## src/rtl/rf_pkg.sv

```systemverilog
package rf_pkg;
  localparam int unsigned RF_DATA_W = 4;
  localparam int unsigned RF_ADDR_W = 5;
  localparam int unsigned RF_NUM_RD = 2;

  typedef enum logic {
    RD_COMB = 1'b0,
    RD_REG  = 1'b1
  } rd_timing_e;
endpackage

```

## src/rtl/rf_storage.sv

```systemverilog
module rf_storage #(
  parameter int unsigned DATA_W = rf_pkg::RF_DATA_W,
  parameter int unsigned ADDR_W = rf_pkg::RF_ADDR_W,
  parameter int unsigned NUM_RD = rf_pkg::RF_NUM_RD
) (
  input  logic                           clk_i,
  input  logic                           wr_en_i,
  input  logic [ADDR_W-1:0]              wr_addr_i,
  input  logic [DATA_W-1:0]              wr_data_i,
  input  logic [NUM_RD-1:0][ADDR_W-1:0]  rd_addr_i,
  output logic [NUM_RD-1:0][DATA_W-1:0]  rd_word_o
);
  localparam int unsigned DEPTH = 1 << ADDR_W;

  logic [DATA_W-1:0] mem_q [DEPTH];
  logic [DEPTH-1:0]  row_en;

  // one-hot row decode of the write port
  for (genvar r = 0; r < DEPTH; r++) begin : g_row
    assign row_en[r] = wr_en_i && (wr_addr_i == ADDR_W'(r));
  end

  // storage is intentionally not reset
  always_ff @(posedge clk_i) begin
    for (int r = 0; r < DEPTH; r++) begin
      if (row_en[r]) mem_q[r] <= wr_data_i;
    end
  end

  for (genvar p = 0; p < NUM_RD; p++) begin : g_rd
    assign rd_word_o[p] = mem_q[rd_addr_i[p]];
  end
endmodule

```

## src/rtl/rf_read_port.sv

```systemverilog
module rf_read_port #(
  parameter int unsigned DATA_W = rf_pkg::RF_DATA_W
) (
  input  logic              clk_i,
  input  logic              rst_ni,
  input  rf_pkg::rd_timing_e timing_i,
  input  logic [DATA_W-1:0] word_i,
  output logic [DATA_W-1:0] data_o
);
  logic              ld_en;
  logic [DATA_W-1:0] hold_d;
  logic [DATA_W-1:0] hold_q;

  // the output register captures on every edge
  assign ld_en = 1'b1;

  always_comb begin
    hold_d = hold_q;
    if (ld_en) hold_d = word_i;
  end

  always_ff @(posedge clk_i or negedge rst_ni) begin
    if (!rst_ni) hold_q <= '0;
    else         hold_q <= hold_d;
  end

  assign data_o = (timing_i == rf_pkg::RD_REG) ? hold_q : word_i;
endmodule

```

## src/rtl/dual_read_regfile.sv

```systemverilog
module dual_read_regfile #(
  parameter int unsigned DATA_W = rf_pkg::RF_DATA_W,
  parameter int unsigned ADDR_W = rf_pkg::RF_ADDR_W
) (
  input  logic              clk_i,
  input  logic              rst_ni,
  input  logic [1:0]        mode_i,
  input  logic              wr_en_i,
  input  logic [ADDR_W-1:0] wr_addr_i,
  input  logic [DATA_W-1:0] wr_data_i,
  input  logic [ADDR_W-1:0] rd_a_addr_i,
  output logic [DATA_W-1:0] rd_a_data_o,
  input  logic [ADDR_W-1:0] rd_b_addr_i,
  output logic [DATA_W-1:0] rd_b_data_o
);
  localparam int unsigned NUM_RD = 2;

  logic [NUM_RD-1:0][ADDR_W-1:0] rd_addr;
  logic [NUM_RD-1:0][DATA_W-1:0] rd_word;
  logic [NUM_RD-1:0][DATA_W-1:0] rd_data;

  assign rd_addr[0] = rd_a_addr_i;
  assign rd_addr[1] = rd_b_addr_i;

  rf_storage #(
    .DATA_W (DATA_W),
    .ADDR_W (ADDR_W),
    .NUM_RD (NUM_RD)
  ) u_store (
    .clk_i     (clk_i),
    .wr_en_i   (wr_en_i),
    .wr_addr_i (wr_addr_i),
    .wr_data_i (wr_data_i),
    .rd_addr_i (rd_addr),
    .rd_word_o (rd_word)
  );

  for (genvar p = 0; p < NUM_RD; p++) begin : g_port
    rf_read_port #(
      .DATA_W (DATA_W)
    ) u_port (
      .clk_i    (clk_i),
      .rst_ni   (rst_ni),
      .timing_i (rf_pkg::rd_timing_e'(mode_i[p])),
      .word_i   (rd_word[p]),
      .data_o   (rd_data[p])
    );
  end

  assign rd_a_data_o = rd_data[0];
  assign rd_b_data_o = rd_data[1];
endmodule

```

## config.mk

```make
export PLATFORM = sky130hd
export DESIGN_NAME = dual_read_regfile
export DESIGN_NICKNAME = d
export VERILOG_FILES = /design/src/rtl/rf_pkg.sv /design/src/rtl/rf_storage.sv /design/src/rtl/rf_read_port.sv /design/src/rtl/dual_read_regfile.sv
export SDC_FILE = /design/constraint.sdc
export NUM_CORES = 1
export LEC_CHECK = 0
export BUFFER_PORTS_ARGS = -buffer_cell sky130_fd_sc_hd__buf_2
export CAP_MARGIN = 20
export CORE_AREA = 2 2 126 128
export DETAILED_ROUTE_END_ITERATION = 8
export DIE_AREA = 0 0 128 130
export GPL_TIMING_DRIVEN = 0
export PLACE_DENSITY = 0.58
export SYNTH_ARGS = -nofsm -noshare
export SYNTH_HDL_FRONTEND = slang
export SYNTH_SLANG_ARGS = --single-unit
```

## constraint.sdc

```tcl
create_clock -name clk_i -period 2.4 [get_ports clk_i]
set_input_delay 0.48 -clock clk_i [delete_from_list [all_inputs] [get_ports clk_i]]
set_output_delay 0.48 -clock clk_i [all_outputs]
set_load 0.005 [all_outputs]
```

==> results.json <==
{
  "status": "finished with violations",
  "violations": "negative setup slack",
  "fp.dieH_um": 130,
  "cts_buffers": 17,
  "stdcell_area_um2": 8980,
  "post_synth_instance_area_um2": 6780,
  "skew_ns": 0.00848,
  "ys.warnings.count": 0,
  "hp-class": "in2async",
  "utilization": 0.582,
  "clkPwrFrac": 0.422,
  "swShare": 0.230,
  "globalplace.congestion": 0.840,
  "final-setup-viol-count": 7,
  "crit_type": "in2out",
  "post-route-drc-count": 0,
  "required_ns": 1.92,
  "yosysTopAreaCellShare": 0.567,
  "place_area_um2": 7160,
  "synth_fp_nets": 495,
  "grt_max_degree": 33,
  "intPower_uw": 4660,
  "dominantRegCellSynth": "edfxtp_1",
  "r2r_end": "g_port[1].u_port.hold_q[2]",
  "synthTopCellsByCount": "edfxtp_1, mux2i_1, a22oi_1",
  "ant_nets": 0,
  "slowest_delay_ns": 0.38,
  "crit_path_frequent_cell": "buf_12",
  "grt.overflow.total": 0,
  "nets": 582,
  "fin_crit_sh": 1.03,
  "root_buffer": "clkbuf_16",
  "area_growth_pct": 32.5,
  "power.leakage_uw": 0.00332,
  "holdWs_ns": 0.480,
  "switching_power_uw": 1390,
  "critical_path.slowest_cell": "nor4_4",
  "die_area_um2": 16600,
  "track_usage": 0.255,
  "worstMarginPinSlew_ns": 0.681,
  "synth_top_area_cell": "edfxtp_1",
  "start_kind": "input pin",
  "clock_sinks": 136,
  "ys_ff_latch": 136,
  "drt-total-wl_um": 20700,
  "rr_worst_depth": 6,
  "max_freq_mhz": 403,
  "netlist_instances": 471,
  "htree_levels": 4,
  "seq_area_frac_synth": 0.597,
  "vias": 4633,
  "grt_pass1_wl_um": 29900,
  "start_util": 0.439,
  "rows": 46,
  "synth-edff-count": 128,
  "endpoint_kind": "output port",
  "drtIter0Drc": 477,
  "diodes": 0,
  "dpl_worst_slack_ns": -0.493,
  "core_area_um2": 15400,
  "portBuffers": 29,
  "rsz0062_at_grt": "true",
  "cts_buffer_depth": 2,
  "via_per_inst": 6.07,
  "synth.avg_cell_area_um2": 14.4,
  "clk_pin_slew_worst_paths_ns": 0.06,
  "synth_area_leaders": "edfxtp_1, mux2i_1, a22oi_1, dfrtp_1, a21oi_1",
  "rrSetupSlack_ns": 0.86,
  "grt_antenna_before_repair": 0,
  "die_w_um": 128,
  "finalWorstSetupSlack_ns": -0.0819,
  "dp_hpwl_um": 13200,
  "crit_fanout": 6,
  "yosysUniqueCellTypes": 22,
  "drt_first_pass_iters": 4,
  "arrival_ns": 2.00,
  "wl_per_cell_um": 27.1,
  "irDropWorstVdd_uv": 516,
  "final_layout_size_suffix_gt1_frac": 0.385,
  "slew-limit-headroom": 0.546,
  "insertion_delay_ns": 0.41,
  "async_flop_share": 0.0588,
  "min_period_ns": 2.48,
  "reg2reg_from": "u_store.mem_q[7][2]",
  "hold_viol_final": 0,
  "io_pins": 32,
  "grt_pass1_vias": 4717,
  "powerDensity_nw_per_um2": 675,
  "pwr-share-comb": 0.139,
  "slew_viol_final": 0,
  "power_uw": 6050,
  "seqPwrFrac": 0.439,
  "tritoncts": "done",
  "maxCapViolCount": 0,
  "n_fill_cell": 1173,
  "path_cells": "buf_8 > nor2b_4 > buf_12 > buf_12 > a22oi_2 > a21oi_2 > nor4_4 > mux2_4 > buf_6"
}
## state kept, by name, summed over array words and instances (netlist names)
register              flops
u_store.mem_q           128
g_port.u_port.hold_q      8
## cells by family (layout without fill, tap and decap cells)
family                 Yosys count  count (layout)  synth area share
buffers and inverters           31             131            0.0476
multiplexers                   136             136             0.202
AO/OA/AOI/OAI                   96              96            0.0945
flip-flops                     136             136             0.597
AND/OR/NAND/NOR                 72              72            0.0587
## final cells by class
cell class	count	area [um2]	area share
clock inverter	8	97.6	0.0109
tap	192	240	0.0268
sequential	136	4040	0.451
timing repair buffer	73	790	0.0880
buffer	26	439	0.0489
clock buffer	24	482	0.0537
multi-input combinational	304	2880	0.321
## placed cells by master (no fill, tap or decap), drive strengths merged
cell type    Yosys  routed
nand2            6       6
nand3            4       4
or2              3       3
a22oi           64      64
mux2             8       8
nand2b           6       6
dfrtp            8       8
buf             26      92
nor2b            7       7
dlygate4sd3      0       1
clkinv           0       3
a21oi           32      32
and2             2       2
nand4            1       1
bufinv           0       2
nor2            35      35
clkinvlp         0       3
edfxtp         128     128
nor4             8       8
mux2i          128     128
clkbuf           5      30
## per-layer routing
layer | track usage | up-vias | part of all wire
met4 | 0.130 | 0 | 0.043
li1 | - | 2033 | -
met2 | 0.402 | 205 | 0.48
met3 | 0.0713 | 54 | 0.073
met1 | 0.324 | 2341 | 0.41
met5 | 0 | - | 0
## metrics by stage
step           std cells  setup TNS [ns]
2_1_floorplan        471               0
3_3_place_gp         692           -3.66
3_5_place_dp         692           -3.67
4_1_cts              754          -0.198
5_1_grt              763          -0.616
6_report             763          -0.274
## critical path, delay by kind of cell
kind                   cells  cell delay (ns)
and+or+nand+nor            2             0.50
buffers and inverters      4             0.48
AOI/OAI and AO/OA          2             0.31
muxes                      1             0.23
## power by group through the flow
stage	logic (uW)	clock network, uW	registers, uW
2_1_floorplan	335	0	2700
3_3_place_gp	540	0	2700
3_5_place_dp	544	0	2710
4_1_cts	762	2560	2660
5_1_grt	872	2680	2660
6_report	841	2550	2660
## timing repair
action | in CTS | in global routing
endpoints found under the setup margin | 8 | 8
resized for setup | 142 | 32
pin swaps | 35 | 21
hold buffers | 1 | 0
setup buffers | 23 | 13
gates cloned | 8 | 1
endpoints found under the hold margin | 8 | 0
## worst max-delay path by stage
stage | slack (ns) | start | depth (start not counted) | to
floorplan | 0.31 | rd_a_addr_i[2] | 7 | rd_a_data_o[2]
global placement | -0.49 | rd_a_addr_i[1] | 8 | rd_a_data_o[2]
detailed placement | -0.49 | rd_b_addr_i[0] | 8 | rd_b_data_o[0]
CTS | -0.07 | rd_a_addr_i[1] | 9 | rd_a_data_o[3]
global route | -0.10 | rd_b_addr_i[2] | 9 | rd_b_data_o[2]
finish | -0.08 | rd_b_addr_i[2] | 9 | rd_b_data_o[2]
(Power assumes the default switching activity.)
